===== src/rtl/adc_rr_pkg.sv =====
package adc_rr_pkg;
  typedef enum logic [1:0] {
    ST_SETUP,
    ST_XFER,
    ST_GUARD,
    ST_GAP
  } scan_state_t;

  function automatic int max3(int a, int b, int c);
    int m;
    m = (a > b) ? a : b;
    return (m > c) ? m : c;
  endfunction
endpackage


===== src/rtl/adc_rr_shifter.sv =====
// Mode-0 shift engine: one start pulse runs XFER_BITS clocks, MSB first.
// Only the last RX_W received bits are kept, which are the low bits of the stream.
module adc_rr_shifter #(
  parameter int SCK_DIV   = 16,
  parameter int XFER_BITS = 32,
  parameter int RX_W      = 10
) (
  input  logic                 clk,
  input  logic                 rst,
  input  logic                 start,
  input  logic [XFER_BITS-1:0] tx_word,
  input  logic                 miso,
  output logic                 sck,
  output logic                 mosi,
  output logic                 done,
  output logic [RX_W-1:0]      rx_word
);
  localparam int HALF  = SCK_DIV / 2;
  localparam int DIV_W = $clog2(SCK_DIV);
  localparam int BIT_W = $clog2(XFER_BITS);

  logic                 busy;
  logic [DIV_W-1:0]     div_q;
  logic [BIT_W-1:0]     bit_q;
  logic [XFER_BITS-1:0] tx_q;

  always_ff @(posedge clk) begin
    if (rst) begin
      busy    <= 1'b0;
      div_q   <= '0;
      bit_q   <= '0;
      tx_q    <= '0;
      sck     <= 1'b0;
      mosi    <= 1'b0;
      done    <= 1'b0;
      rx_word <= '0;
    end else begin
      done <= 1'b0;
      if (!busy) begin
        if (start) begin
          busy  <= 1'b1;
          div_q <= '0;
          bit_q <= '0;
          mosi  <= tx_word[XFER_BITS-1];
          tx_q  <= {tx_word[XFER_BITS-2:0], 1'b0};
        end
      end else begin
        if (div_q == DIV_W'(SCK_DIV - 1)) div_q <= '0;
        else                              div_q <= div_q + 1'b1;
        // rising edge: sample the converter
        if (div_q == DIV_W'(HALF - 1)) begin
          sck     <= 1'b1;
          rx_word <= {rx_word[RX_W-2:0], miso};
        end
        // falling edge: present next command bit or finish
        if (div_q == DIV_W'(SCK_DIV - 1)) begin
          sck <= 1'b0;
          if (bit_q == BIT_W'(XFER_BITS - 1)) begin
            busy <= 1'b0;
            done <= 1'b1;
            mosi <= 1'b0;
          end else begin
            bit_q <= bit_q + 1'b1;
            mosi  <= tx_q[XFER_BITS-1];
            tx_q  <= {tx_q[XFER_BITS-2:0], 1'b0};
          end
        end
      end
    end
  end
endmodule


===== src/rtl/adc_rr_seq.sv =====
// Select sequencer: setup -> transfer -> guard -> idle gap, then the next input.
module adc_rr_seq
  import adc_rr_pkg::*;
#(
  parameter int CH_NUM    = 8,
  parameter int SETUP_CYC = 13,
  parameter int GUARD_CYC = 12,
  parameter int GAP_CYC   = 180
) (
  input  logic                      clk,
  input  logic                      rst,
  input  logic                      done,
  output logic                      start,
  output logic                      cs_n,
  output logic [$clog2(CH_NUM)-1:0] ch
);
  localparam int CH_W  = $clog2(CH_NUM);
  localparam int MAXC  = max3(SETUP_CYC, GUARD_CYC, GAP_CYC);
  localparam int CNT_W = $clog2(MAXC + 1);

  scan_state_t      state;
  logic [CNT_W-1:0] cnt;

  always_ff @(posedge clk) begin
    if (rst) begin
      // leave reset at the end of a gap so scanning starts with no command
      state <= ST_GAP;
      cnt   <= CNT_W'(GAP_CYC - 1);
      cs_n  <= 1'b1;
      start <= 1'b0;
      ch    <= '0;
    end else begin
      start <= 1'b0;
      unique case (state)
        ST_SETUP: begin
          if (cnt == CNT_W'(SETUP_CYC - 1)) begin
            state <= ST_XFER;
            start <= 1'b1;
            cnt   <= '0;
          end else cnt <= cnt + 1'b1;
        end
        ST_XFER: begin
          if (done) begin
            state <= ST_GUARD;
            cnt   <= '0;
          end
        end
        ST_GUARD: begin
          if (cnt == CNT_W'(GUARD_CYC - 1)) begin
            state <= ST_GAP;
            cs_n  <= 1'b1;
            cnt   <= '0;
            ch    <= (ch == CH_W'(CH_NUM - 1)) ? '0 : ch + 1'b1;
          end else cnt <= cnt + 1'b1;
        end
        ST_GAP: begin
          if (cnt == CNT_W'(GAP_CYC - 1)) begin
            state <= ST_SETUP;
            cs_n  <= 1'b0;
            cnt   <= '0;
          end else cnt <= cnt + 1'b1;
        end
        default: state <= ST_GAP;
      endcase
    end
  end
endmodule


===== src/rtl/adc_rr_bank.sv =====
// Reading bank with registered, write-first read port and update strobe.
module adc_rr_bank #(
  parameter int                 CH_NUM   = 8,
  parameter int                 DATA_W   = 16,
  parameter logic [DATA_W-1:0]  INIT_VAL = '1
) (
  input  logic                      clk,
  input  logic                      rst,
  input  logic                      wr_en,
  input  logic [$clog2(CH_NUM)-1:0] wr_addr,
  input  logic [DATA_W-1:0]         wr_data,
  input  logic [$clog2(CH_NUM)-1:0] rd_addr,
  output logic [DATA_W-1:0]         rd_data,
  output logic                      upd_valid,
  output logic [$clog2(CH_NUM)-1:0] upd_ch
);
  logic [DATA_W-1:0] mem [CH_NUM];

  always_ff @(posedge clk) begin
    if (rst) begin
      for (int i = 0; i < CH_NUM; i++) mem[i] <= INIT_VAL;
      rd_data   <= INIT_VAL;
      upd_valid <= 1'b0;
      upd_ch    <= '0;
    end else begin
      upd_valid <= wr_en;
      if (wr_en) begin
        mem[wr_addr] <= wr_data;
        upd_ch       <= wr_addr;
      end
      rd_data <= (wr_en && (wr_addr == rd_addr)) ? wr_data : mem[rd_addr];
    end
  end
endmodule


===== src/rtl/adc_rr_scanner.sv =====
module adc_rr_scanner #(
  parameter int CH_NUM    = 8,
  parameter int RES_W     = 10,
  parameter int FRAME_W   = 16,
  parameter int DATA_W    = 16,
  parameter int SCK_DIV   = 16,
  parameter int SETUP_CYC = 13,
  parameter int GUARD_CYC = 12,
  parameter int GAP_CYC   = 180
) (
  input  logic                      clk,
  input  logic                      rst,
  output logic                      sck,
  output logic                      mosi,
  input  logic                      miso,
  output logic                      cs_n,
  input  logic [$clog2(CH_NUM)-1:0] rd_addr,
  output logic [DATA_W-1:0]         rd_data,
  output logic                      upd_valid,
  output logic [$clog2(CH_NUM)-1:0] upd_ch
);
  localparam int CH_W      = $clog2(CH_NUM);
  localparam int XFER_BITS = 2 * FRAME_W;
  localparam int PAD_W     = FRAME_W - 1 - CH_W;

  logic                 start;
  logic                 done;
  logic [CH_W-1:0]      ch;
  logic [XFER_BITS-1:0] cmd;
  logic [RES_W-1:0]     result;
  logic [DATA_W-1:0]    wr_data;

  // first word carries the start bit in its LSB; second: single-ended flag + input number
  assign cmd     = {FRAME_W'(1), 1'b1, ch, {PAD_W{1'b0}}};
  assign wr_data = {{(DATA_W - RES_W){1'b0}}, result};

  adc_rr_seq #(
    .CH_NUM(CH_NUM), .SETUP_CYC(SETUP_CYC), .GUARD_CYC(GUARD_CYC), .GAP_CYC(GAP_CYC)
  ) seq_i (
    .clk(clk), .rst(rst), .done(done), .start(start), .cs_n(cs_n), .ch(ch)
  );

  adc_rr_shifter #(
    .SCK_DIV(SCK_DIV), .XFER_BITS(XFER_BITS), .RX_W(RES_W)
  ) shf_i (
    .clk(clk), .rst(rst), .start(start), .tx_word(cmd), .miso(miso),
    .sck(sck), .mosi(mosi), .done(done), .rx_word(result)
  );

  adc_rr_bank #(
    .CH_NUM(CH_NUM), .DATA_W(DATA_W), .INIT_VAL('1)
  ) bank_i (
    .clk(clk), .rst(rst), .wr_en(done), .wr_addr(ch), .wr_data(wr_data),
    .rd_addr(rd_addr), .rd_data(rd_data), .upd_valid(upd_valid), .upd_ch(upd_ch)
  );
endmodule


===== config.mk =====
export PLATFORM = sky130hd
export DESIGN_NAME = adc_rr_scanner
export DESIGN_NICKNAME = d
export VERILOG_FILES = /design/src/rtl/adc_rr_pkg.sv /design/src/rtl/adc_rr_shifter.sv /design/src/rtl/adc_rr_seq.sv /design/src/rtl/adc_rr_bank.sv /design/src/rtl/adc_rr_scanner.sv
export SDC_FILE = /design/constraint.sdc
export NUM_CORES = 1
export LEC_CHECK = 0
export BUFFER_PORTS_ARGS = -buffer_cell sky130_fd_sc_hd__buf_2
export CORE_MARGIN = 1
export CORE_UTILIZATION = 43
export DETAILED_ROUTE_END_ITERATION = 8
export GPL_TIMING_DRIVEN = 1
export HOLD_SLACK_MARGIN = 0.15
export MAX_ROUTING_LAYER = met4
export SYNTH_ARGS = -nofsm -noshare
export SYNTH_HDL_FRONTEND = slang
export SYNTH_SLANG_ARGS = --single-unit

===== constraint.sdc =====
create_clock -name clk -period 2.35 [get_ports clk]
set_input_delay 0 -clock clk [delete_from_list [all_inputs] [get_ports clk]]
set_output_delay 0 -clock clk [all_outputs]
set_load 0.03 [all_outputs]

==> results by group <==
Route
  • DR iter-0 viols: just over 500
  • DR WL/cell: approximately 16 um
  • Pre-antenna DRT Iters: 4
  • Vias per cell: 5.283
  • # DRC: 0
  • Antenna viol nets, final: 0
  • Vias: approximately 4700
  • Wirelength, routed: ~14 mm

Worst setup path
  • Worst setup startpoint: seq_i.cnt[4]
  • RR Startpoint: seq_i.cnt[4]
  • Critical Path End Type: flop
  • Crit-path max FO: 9
  • End of the critical path: seq_i.cnt[0]
  • CP Data Arrival Time: ~2.5 ns
  • Crit path kind: flop to flop
  • Reg2Reg Depth: 5
  • Worst r2r dst: seq_i.cnt[0]
  • Req. time, crit path: 2.66 ns
  • R2R setup slack: between 0.15 and 0.2 ns
  • CP Launch Type: flop

GRT
  • Initial antenna violation count: 0
  • Global-route wire length before repair: 23.40 mm
  • Grt total ovfl: 0
  • Largest net degree at the start of global routing: between 40 and 50
  • GRT Total Usage: about a fifth
  • Number of global-route vias before repair: roughly 4500

Die
  • Std cell rows: 46
  • Die Footprint: between 15000 and 20000 um^2
  • Die height: 128.9 um
  • Core Region: 15830 um^2
  • IO Count: 29
  • Initial Util: between 40% and 50%
  • Die W: ~130 um

Cells and area
  • Final-stage net count: 684
  • Synthesis-to-finish area growth: 14.54%
  • Ant diodes: 0
  • Commonest non-fill, non-tap cell in the layout: nor2_1
  • FF/Latch Area: roughly 4000 um^2
  • Fill cell count: 1430
  • Layout cells sized above 1: between 10% and 20%
  • Multi-input gate area: 2643 um^2
  • Most frequent cells in the layout: 114 x nor2_1, 80 x edfxtp_1, 80 x dfxtp_1

Yosys
  • Post-synth ARST share: 0%
  • Cell count after synthesis: about 640
  • Synthesized Nets: ~660
  • Synth Warn #: 0
  • Post-Syn Area per Cell: about 11 um^2
  • Sequential fraction of the synthesis area: about 58%
  • Post-synth cell types: 46
  • Post-Syn Area: between 6000 and 7000 um^2
  • Post-synthesis register bit count: 160
  • Number of synthesized flops with an enable pin: 80
  • Top FF cell, synth: edfxtp_1

Clock network
  • Clk sinks: 160
  • Root buffer cell: clkbuf_16
  • Worst-path clk slew: ~0.070 ns
  • Clock Tree Buf Depth: 2
  • H-tree levels: 4
  • Cts bufs inserted: 17
  • Setup bufs post-CTS: 0
  • Worst skew pair latency: between 0.4 and 0.5 ns
  • CTS tree: yes

STA
  • Worst Skew: roughly 0.012 ns
  • Slew Limit Fails: 0
  • Tmin final: between 2 and 2.5 ns
  • Max Freq: ~460 MHz
  • Setup Viol. Count Final: 0
  • Period utilization: between 90% and 100%
  • Least-Margin Pin Slew: 0.6376 ns
  • Final Hold Fails: 0
  • Total negative slack: 0 ns
  • RSZ-0062 raised after global routing: no
  • Slew headroom: 57.33%
  • Final WS setup: between 0.15 and 0.2 ns

Power and ir drop
  • Pwr dens: 891.7 nW/um^2
  • Leakage power: 3.007 nW
  • VDD IR max: slightly above 500 uV

Outcome
  • Status: finished, final reports clean

Place
  • Dpl ws: about 0.20 ns
  • Detailed-placement wirelength estimate: roughly 9.8 mm
  • PortBufs: 28
  • GP Congestion: around 0.75

Hold path
  • Hold Crit Class: primary input to flop

Flow run
  • # Max-Cap Violations: 0
==> worst min-delay path by stage <==
stage	slack (ns)	to	cells after the start	from
finish	0.20	bank_i.rd_data[0]	5	rd_addr[2]
global route	0.22	bank_i.rd_data[0]	5	rd_addr[2]
CTS	0.19	bank_i.rd_data[0]	5	rd_addr[2]
floorplan	0.14	shf_i.rx_word[0]	2	miso
detailed placement	0.26	shf_i.rx_word[0]	3	miso
global placement	0.26	shf_i.rx_word[0]	3	miso
==> worst max-delay path, cell delays in order, from the launching register on <==
cell and delay (ns):
dfxtp_1 0.36, or4_4 0.57, or2_4 0.30, a311oi_4 0.51, nor2_2 0.06, a211o_1 0.27
==> stage by stage <==
stage	instance area [um^2]	total power [mW]	util, %	std cells	hold WS (ns)
after floorplan	6927	4.097	-	644	0.1360
after global placement	7317	4.314	46.23	861	0.2564
after detailed placement	7317	4.356	46.23	861	0.2554
after CTS	7934	7.133	50.13	895	0.1870
after global routing	7934	7.367	50.13	895	0.2198
final	7934	7.075	50.13	895	0.2011
==> synth_stat cells (all sizes together), types with 13 or more instances <==
library cell	n	area, um^2
mux2i	16	160.2
nor2	115	434.2
nand2b	13	81.33
nand3	29	145.1
dfxtp	80	1602
mux4	22	495.5
clkbuf	37	138.9
o21ai	19	95.09
edfxtp	80	2402
a21oi	44	224.0
nand2	61	229.0
buf	14	73.83
inv	18	67.56
==> report_power, final <==
group	internal (mW)	leakage (nW)	switching (mW)
registers	3.12	1.46	0.115
clock network	1.65	0.299	1.12
logic	0.434	1.24	0.635
total	5.21	3.01	1.87
==> area by class of cell <==
type / instances / share of cell area [%]
Inverter: 18 / 0.8516
Tap cell: 216 / 3.406
Multi-Input combinational cell: 415 / 33.31
Timing Repair Buffer: 54 / 4.447
Sequential cell: 160 / 50.47
Clock inverter: 13 / 1.672
Clock buffer: 19 / 5.851
==> state kept, by name, summed over array words and instances (netlist names) <==
signal and count:
seq_i.cnt 8, shf_i.mosi 1, bank_i.upd_ch 3, seq_i.ch 3
shf_i.div_q 4, seq_i.cs_n 1, shf_i.bit_q 5, seq_i.start 1
shf_i.rx_word 10, shf_i.done 1, bank_i.rd_data 11, bank_i.upd_valid 1
seq_i.state 2, shf_i.tx_q 19, shf_i.sck 1, bank_i.mem 88
shf_i.busy 1
==> logic make-up after synthesis <==
logic type | share of synthesized area, %
AO/OA/AOI/OAI | 8.436
buffers and inverters | 4.046
AND/OR/NAND/NOR | 17.03
XOR/XNOR | 0.8851
flip-flops | 57.80
multiplexers | 9.628
adder cells (fa/ha/maj) | 2.168
==> per-layer routing <==
layer	wire [um]	vias up	GRT usage, %	part of all wire [%]
met2	7038	108	30.87	49
li1	-	2294	-	-
met5	0	-	-	0
met3	559	19	3.742	3.9
met1	6599	2307	24.79	46
met4	222	0	7.197	1.5
==> repair_timing <==
action                                 4_1_cts  5_1_grt
gates resized for setup                      0        0
endpoints found under the hold margin        7        0
hold buffers                                 2        0
No activity file was read; power rests on OpenSTA's default activity.
